[src/rtl/split_pkg.sv]
// Package split_pkg: shared widths and types for the split-screen address generator.
// Assumes the display memory is addressed by a fixed 16-bit linear address.
package split_pkg;
    localparam int ADDR_W = 16;
    typedef logic [ADDR_W-1:0] vaddr_t;
endpackage

[src/rtl/split_line_cmp.sv]
// split_line_cmp: scan-line counter, frame-captured split line and region flag.
// Assumes frame_start and line_end are single-cycle strobes; frame_start wins.
module split_line_cmp #(
    parameter int LINE_W = 11
) (
    input  logic              clk,
    input  logic              rst_n,
    input  logic              frame_start,
    input  logic              line_end,
    input  logic [LINE_W-1:0] split_line,
    output logic              split_hit,
    output logic              lower_active
);
    localparam logic [LINE_W-1:0] LINE_MAX = '1;

    logic [LINE_W-1:0] line_cnt;
    logic [LINE_W-1:0] split_sh;
    logic [LINE_W-1:0] next_line;

    // Next line number, saturating so a wrap can never re-trigger the split.
    always_comb begin
        next_line = (line_cnt == LINE_MAX) ? line_cnt : line_cnt + 1'b1;
    end

    // Split request: line 0 at frame start, or a match on entering a new line.
    always_comb begin
        if (frame_start)
            split_hit = (split_line == '0);
        else
            split_hit = line_end && !lower_active && (next_line == split_sh);
    end

    // Line counter and split-line capture.
    always_ff @(posedge clk) begin
        if (!rst_n) begin
            line_cnt <= '0;
            split_sh <= '0;
        end else if (frame_start) begin
            line_cnt <= '0;
            split_sh <= split_line;
        end else if (line_end) begin
            line_cnt <= next_line;
        end
    end

    // Region flag: set by the split, cleared only at the next frame.
    always_ff @(posedge clk) begin
        if (!rst_n)
            lower_active <= 1'b0;
        else if (frame_start)
            lower_active <= split_hit;
        else if (split_hit)
            lower_active <= 1'b1;
    end

    // once in the lower region, stay there until the next frame
    p_lower_sticky_r5: assert property (@(posedge clk) disable iff (!rst_n)
        (lower_active && !frame_start) |=> lower_active);

    // the captured split line does not move inside a frame
    p_split_frozen_r9: assert property (@(posedge clk) disable iff (!rst_n)
        !frame_start |=> $stable(split_sh));
endmodule

[src/rtl/split_row_addr.sv]
// split_row_addr: row-base latch and linear address counter.
// Assumes split_hit arrives in the same cycle as the strobe that causes it.
module split_row_addr
    import split_pkg::*;
(
    input  logic   clk,
    input  logic   rst_n,
    input  logic   frame_start,
    input  logic   line_end,
    input  logic   disp_en,
    input  logic   split_hit,
    input  vaddr_t start_addr,
    input  vaddr_t row_offset,
    output vaddr_t mem_addr
);
    vaddr_t row_base;
    vaddr_t next_base;

    // Next row base, 16-bit wrapping sum of latch and offset.
    always_comb begin
        next_base = row_base + row_offset;
    end

    // Row-base latch and address counter, priority: split, frame, line, char.
    always_ff @(posedge clk) begin
        if (!rst_n) begin
            row_base <= '0;
            mem_addr <= '0;
        end else if (split_hit) begin
            row_base <= '0;
            mem_addr <= '0;
        end else if (frame_start) begin
            row_base <= start_addr;
            mem_addr <= start_addr;
        end else if (line_end) begin
            row_base <= next_base;
            mem_addr <= next_base;
        end else if (disp_en) begin
            mem_addr <= mem_addr + 1'b1;
        end
    end

    // one step per active character
    p_char_step_r3: assert property (@(posedge clk) disable iff (!rst_n)
        (disp_en && !line_end && !frame_start) |=> mem_addr == $past(mem_addr) + 1'b1);

    // hold during blanking
    p_blank_hold_r3: assert property (@(posedge clk) disable iff (!rst_n)
        (!disp_en && !line_end && !frame_start) |=> $stable(mem_addr));

    // a split clears the address
    p_split_zero_r5: assert property (@(posedge clk) disable iff (!rst_n)
        split_hit |=> mem_addr == '0);
endmodule

[src/rtl/split_pan_ctl.sv]
// split_pan_ctl: forces the pan output to zero in the lower region when locked.
// Assumes pan_lock is sampled at the split and the lock lasts until frame start.
module split_pan_ctl #(
    parameter int PAN_W = 4
) (
    input  logic             clk,
    input  logic             rst_n,
    input  logic             frame_start,
    input  logic             split_hit,
    input  logic             pan_lock,
    input  logic [PAN_W-1:0] pan_in,
    output logic [PAN_W-1:0] pan_out
);
    logic frozen;

    // Lock flag: armed by a locked split, released at frame start.
    always_ff @(posedge clk) begin
        if (!rst_n)
            frozen <= 1'b0;
        else if (frame_start)
            frozen <= split_hit && pan_lock;
        else if (split_hit && pan_lock)
            frozen <= 1'b1;
    end

    // Effective pan value.
    always_comb begin
        pan_out = frozen ? '0 : pan_in;
    end

    // a locked split zeroes the pan output on the next cycle
    p_lock_zero_r8: assert property (@(posedge clk) disable iff (!rst_n)
        (split_hit && pan_lock) |=> pan_out == '0);

    // a frame start without a split restores the programmed pan
    p_frame_release_r8: assert property (@(posedge clk) disable iff (!rst_n)
        (frame_start && !split_hit) |=> pan_out == pan_in);
endmodule

[src/rtl/split_scan_addr.sv]
// split_scan_addr: top of the split-screen display address generator.
// Assumes one-cycle frame_start/line_end strobes from an external timing unit.
module split_scan_addr
    import split_pkg::*;
#(
    parameter int LINE_W = 11,
    parameter int PAN_W  = 4
) (
    input  logic              clk,
    input  logic              rst_n,
    input  logic              frame_start,
    input  logic              line_end,
    input  logic              disp_en,
    input  logic [15:0]       start_addr,
    input  logic [15:0]       row_offset,
    input  logic [LINE_W-1:0] split_line,
    input  logic [PAN_W-1:0]  pan_in,
    input  logic              pan_lock,
    output logic [15:0]       mem_addr,
    output logic [PAN_W-1:0]  pan_out,
    output logic              lower_active
);
    logic split_hit;

    split_line_cmp #(.LINE_W(LINE_W)) u_line (
        .clk          (clk),
        .rst_n        (rst_n),
        .frame_start  (frame_start),
        .line_end     (line_end),
        .split_line   (split_line),
        .split_hit    (split_hit),
        .lower_active (lower_active)
    );

    split_row_addr u_addr (
        .clk         (clk),
        .rst_n       (rst_n),
        .frame_start (frame_start),
        .line_end    (line_end),
        .disp_en     (disp_en),
        .split_hit   (split_hit),
        .start_addr  (start_addr),
        .row_offset  (row_offset),
        .mem_addr    (mem_addr)
    );

    split_pan_ctl #(.PAN_W(PAN_W)) u_pan (
        .clk         (clk),
        .rst_n       (rst_n),
        .frame_start (frame_start),
        .split_hit   (split_hit),
        .pan_lock    (pan_lock),
        .pan_in      (pan_in),
        .pan_out     (pan_out)
    );

    // a frame start with a nonzero split line opens the upper region
    p_frame_open_r2: assert property (@(posedge clk) disable iff (!rst_n)
        (frame_start && split_line != '0) |=> (mem_addr == $past(start_addr) && !lower_active));

    // a zero split line opens the lower region at address 0
    p_split_top_r6: assert property (@(posedge clk) disable iff (!rst_n)
        (frame_start && split_line == '0) |=> (mem_addr == '0 && lower_active));
endmodule

[config.mk]
export PLATFORM = sky130hd
export DESIGN_NAME = split_scan_addr
export DESIGN_NICKNAME = d
export VERILOG_FILES = /design/src/rtl/split_pkg.sv /design/src/rtl/split_line_cmp.sv /design/src/rtl/split_row_addr.sv /design/src/rtl/split_pan_ctl.sv /design/src/rtl/split_scan_addr.sv
export SDC_FILE = /design/constraint.sdc
export NUM_CORES = 1
export LEC_CHECK = 0
export ABC_AREA = 1
export BUFFER_PORTS_ARGS = -buffer_cell sky130_fd_sc_hd__buf_4
export CORE_MARGIN = 2
export CORE_UTILIZATION = 42
export CTS_CLUSTER_SIZE = 10
export DETAILED_ROUTE_END_ITERATION = 16
export PLACE_DENSITY = 0.71
export SYNTH_ARGS = -nofsm -noshare
export SYNTH_HDL_FRONTEND = slang
export SYNTH_SLANG_ARGS = --single-unit
[constraint.sdc]
create_clock -name clk -period 2.5 [get_ports clk]
set_input_delay 0 -clock clk [delete_from_list [all_inputs] [get_ports clk]]
set_output_delay 0 -clock clk [all_outputs]
set_load 0.01 [all_outputs]
==> reports/results.tsv <==
stage	metric	value	unit
sta	hold slack final	5.849	ps
worst_setup_path	worst path bufs/invs	1	
synthesis	syn_nets	752	
hold_path	Hold Crit Depth	3	
floorplanning	CORE AREA	9684	um2
run	Maximum Capacitance Violations	0	
synthesis	post-synthesis cell type count	37	
layout	Layout area overhead	23.15	%
placement	DP Cell Count	876	
clock_tree	H-tree depth	2	
route	vias per cell	5.155	
synthesis	share of flip-flops with an asynchronous set or reset	0	
layout	share of post-route cells with drive strength above 1	0.1727	
grt	pin count of the biggest net entering global routing	30	
route	DRC viols	0	
clock_tree	worst skew pair latency	320	ps
sta	Worst-Margin Slew	799.0	ps
grt	GRT busiest layer	met2	
sta	max frequency	0.4298	GHz
layout	FILL cells	928	
hold_path	Hold EP	u_line.split_sh[2]$_SDFFE_PN0P_	
layout	area of the multi-input gates	2610	um2
worst_setup_path	most used cell, CP	nand2_1	
synthesis	post-synthesis sequential area ratio	0.2690	
worst_setup_path	worst-path cell chain	ha_2 > nand2_2 > nor2_4 > nand3_4 > nand2_1 > nand2_1 > nand2_1 > nand2_1 > nor2_1 > nand2_1 > nor2_1 > nand2_1 > nand2_1 > nand2_2 > nand2_8 > buf_12 > nor2_1	
route	total wire length	12160	um
worst_setup_path	crit path launch type	flop	
clock_tree	Root Buffer	clkbuf_8	
worst_setup_path	CP required	2720	ps
power_and_ir_drop	Pleak	2.540	nW
floorplanning	# rows	36	
route	Pre-antenna DRT Iters	7	
worst_setup_path	crit-path max FO	16	
clock_tree	clock-pin slew on the worst setup and hold paths	100	ps
layout	layout net count	840	
sta	Setup Skew	9.673	ps
floorplanning	IO Count	74	
worst_setup_path	FF-to-FF path depth	17	
layout	most common cell after layout, fill and taps aside	nand2_1	
placement	DP HPWL	9302	um
clock_tree	Clock Path Buffers	2	
placement	IO Port Bufs	73	
grt	met1 Track Usage GR	0.3267	
sta	Final Hold Violating Endpoints	0	
floorplanning	Die Width	103.6	um
worst_setup_path	Crit Reg-Reg Endpoint	u_addr.row_base[5]$_SDFFE_PP0P_	
sta	max-slew violation count	0	
grt	vias in the first global route	4232	
worst_setup_path	Worst path slowest cell	dfxtp_2	
grt	initial antenna violation count	0	
placement	gpl congestion	0.9473	
worst_setup_path	delay-heaviest family, CP	simple AND/OR/NAND/NOR gates	
worst_setup_path	Reg2Reg Setup Slack	170	ps
power_and_ir_drop	Max rail drop VDD	248.5	uV
floorplanning	DIE HEIGHT	103.6	um
worst_setup_path	worst r2r src	u_line.line_cnt[0]$_SDFFE_PP0P_	
hold_path	worst hold path type	in -> reg	
grt	global routing usage on met3	0.02391	
worst_setup_path	Worst EP arrival	2540	ps
route	routed vias	4655	
worst_setup_path	CP Class	reg -> reg	
floorplanning	effective utilization at floorplan	0.4304	
synthesis	#FFs+latches synth	56	
sta	post-layout min period	2327	ps
sta	Slew HR	0.4667	
route	DR iter-0 viols	342	
layout	Non-Filler Instances	903	
power_and_ir_drop	Pwr Density	421.5	nW/um2
grt	first-pass GRT wire length	20260	um
outcome	status	finished clean	
synthesis	Avg Inst Size Synth	6.120	um2
synthesis	Syn Inst Count	681	
clock_tree	CTS tree	built	
synthesis	number of flops mapped to enable cells by yosys	0	
synthesis	cell area after synthesis	4168	um2
sta	crit share post-route	0.9308	
grt	Tot GR Track Use	0.2250	
synthesis	Yosys warning total	0	
floorplanning	die area	10740	um2
grt	met2 GRT Util	0.3524	
route	post-route ant nets	0	
layout	commonest non-fill, non-tap cells in the layout	187 x nand2_1, 91 x inv_1, 85 x buf_4, 68 x nor2_1, 61 x nand3_1	
clock_tree	Inserted Clock Buffers	5	
route	routed len/inst	13.46	um
layout	Reg area	1124	um2
synthesis	Post-synth top flop	dfxtp_1	
layout	diodes inserted	0	
sta	setup violators final	0	
hold_path	HP Start	split_line[2]	
worst_setup_path	Worst setup EP type	flop	
grt	gr ovfl total	0	
worst_setup_path	max incr delay on CP	390	ps
clock_tree	CTS Sinks	56	
-- cell families (layout without fill, tap and decap cells) --
| kind of cell | after synthesis | after routing | share of synthesized area |
|---|---|---|---|
| xor gates and xnor gates | 9 | 9 | 0.01891 |
| and+or+nand+nor | 380 | 380 | 0.4023 |
| muxes | 1 | 1 | 0.002402 |
| buffers and inverters | 109 | 198 | 0.1096 |
| adders and majority gates | 18 | 18 | 0.05584 |
| DFF | 56 | 56 | 0.2690 |
| AOI/OAI and AO/OA | 108 | 108 | 0.1420 |
-- area by class of cell --
type,count,share of cell area
clock buffer,6,0.01609
clock inverter,2,0.001950
inverter,91,0.06655
multi-input combinational,516,0.5085
sequential,56,0.2189
tap,133,0.03242
timing repair buffer,99,0.1555
-- worst reg2reg max path, cell delays in order, from the launching register on --
cell	delay, ps
dfxtp_2	390
ha_2	220
nand2_2	70
nor2_4	170
nand3_4	130
nand2_1	110
nand2_1	90
nand2_1	90
nand2_1	60
nor2_1	110
nand2_1	60
nor2_1	100
nand2_1	80
nand2_1	70
nand2_2	120
nand2_8	150
buf_12	170
nor2_1	50
-- repair_timing --
action,CTS,global route
buffers inserted,0,7
resized for setup,0,7
endpoints found under the hold margin,11,0
setup endpoints to repair,0,32
hold buffers,12,0
-- worst max-delay path by stage --
| stage | startpoint | slack, ps | end | depth (start not counted) |
|---|---|---|---|---|
| after floorplan | u_line.line_cnt[0]$_SDFFE_PP0P_ | 490 | u_addr.mem_addr[13]$_SDFFE_PP0P_ | 16 |
| after global placement | u_line.line_cnt[0]$_SDFFE_PP0P_ | 150 | u_addr.row_base[5]$_SDFFE_PP0P_ | 17 |
| after detailed placement | u_line.line_cnt[0]$_SDFFE_PP0P_ | 40 | u_addr.row_base[5]$_SDFFE_PP0P_ | 17 |
| after CTS | u_line.line_cnt[0]$_SDFFE_PP0P_ | 20 | u_addr.row_base[5]$_SDFFE_PP0P_ | 17 |
| after global routing | u_addr.row_base[0]$_SDFFE_PP0P_ | -2 | u_addr.mem_addr[14]$_SDFFE_PP0P_ | 17 |
| final | u_line.line_cnt[0]$_SDFFE_PP0P_ | 170 | u_addr.row_base[5]$_SDFFE_PP0P_ | 17 |
-- per-layer routing --
layer	wire (um)	vias to the layer above	share of wire
met4	283	0	0.023
met3	697	27	0.057
met1	5877	2062	0.48
met5	0	-	0
li1	-	2384	-
met2	5298	182	0.44
-- through the flow --
stage          setup slack, ps  cell area (um2)  total power [mW]    util  TNS [ps]
2_1_floorplan            488.6             4168             1.405       -         0
4_1_cts                  20.17             5057             2.161  0.5222         0
3_5_place_dp             39.31             4845             1.622  0.5003         0
3_3_place_gp             154.5             4845             1.612  0.5003         0
5_1_grt                 -1.844             5132             2.292  0.5300    -1.844
6_report                 173.1             5132             2.163  0.5300         0
-- where the power goes --
part	switching (mW)	internal, mW	leakage [nW]
Clock	0.303	0.222	0.0510
Sequential	0.0562	0.947	0.462
Combinational	0.364	0.270	2.03
-- Yosys cell counts, types with 6 or more instances --
cell type    n  area share
nor2_1      69       0.062
ha_1        17       0.051
nor2_2      24       0.036
inv_1       91       0.082
xor2_1       7       0.015
nand4_1     11       0.017
a21oi_1     50       0.060
nand3_1     61       0.073
clkbuf_1    14       0.013
o21ai_0     36       0.043
o211ai_1     6       0.011
dfxtp_1     56        0.27
nand2_1    188        0.17
nor3_1      10       0.012
-- registers in the layout (all words and copies together), names as in the netlist --
signal               cells
u_addr.mem_addr         16
u_addr.row_base         16
u_line.line_cnt         11
u_line.lower_active      1
u_line.split_sh         11
u_pan.frozen             1
Power figures use the tool's default switching activity.
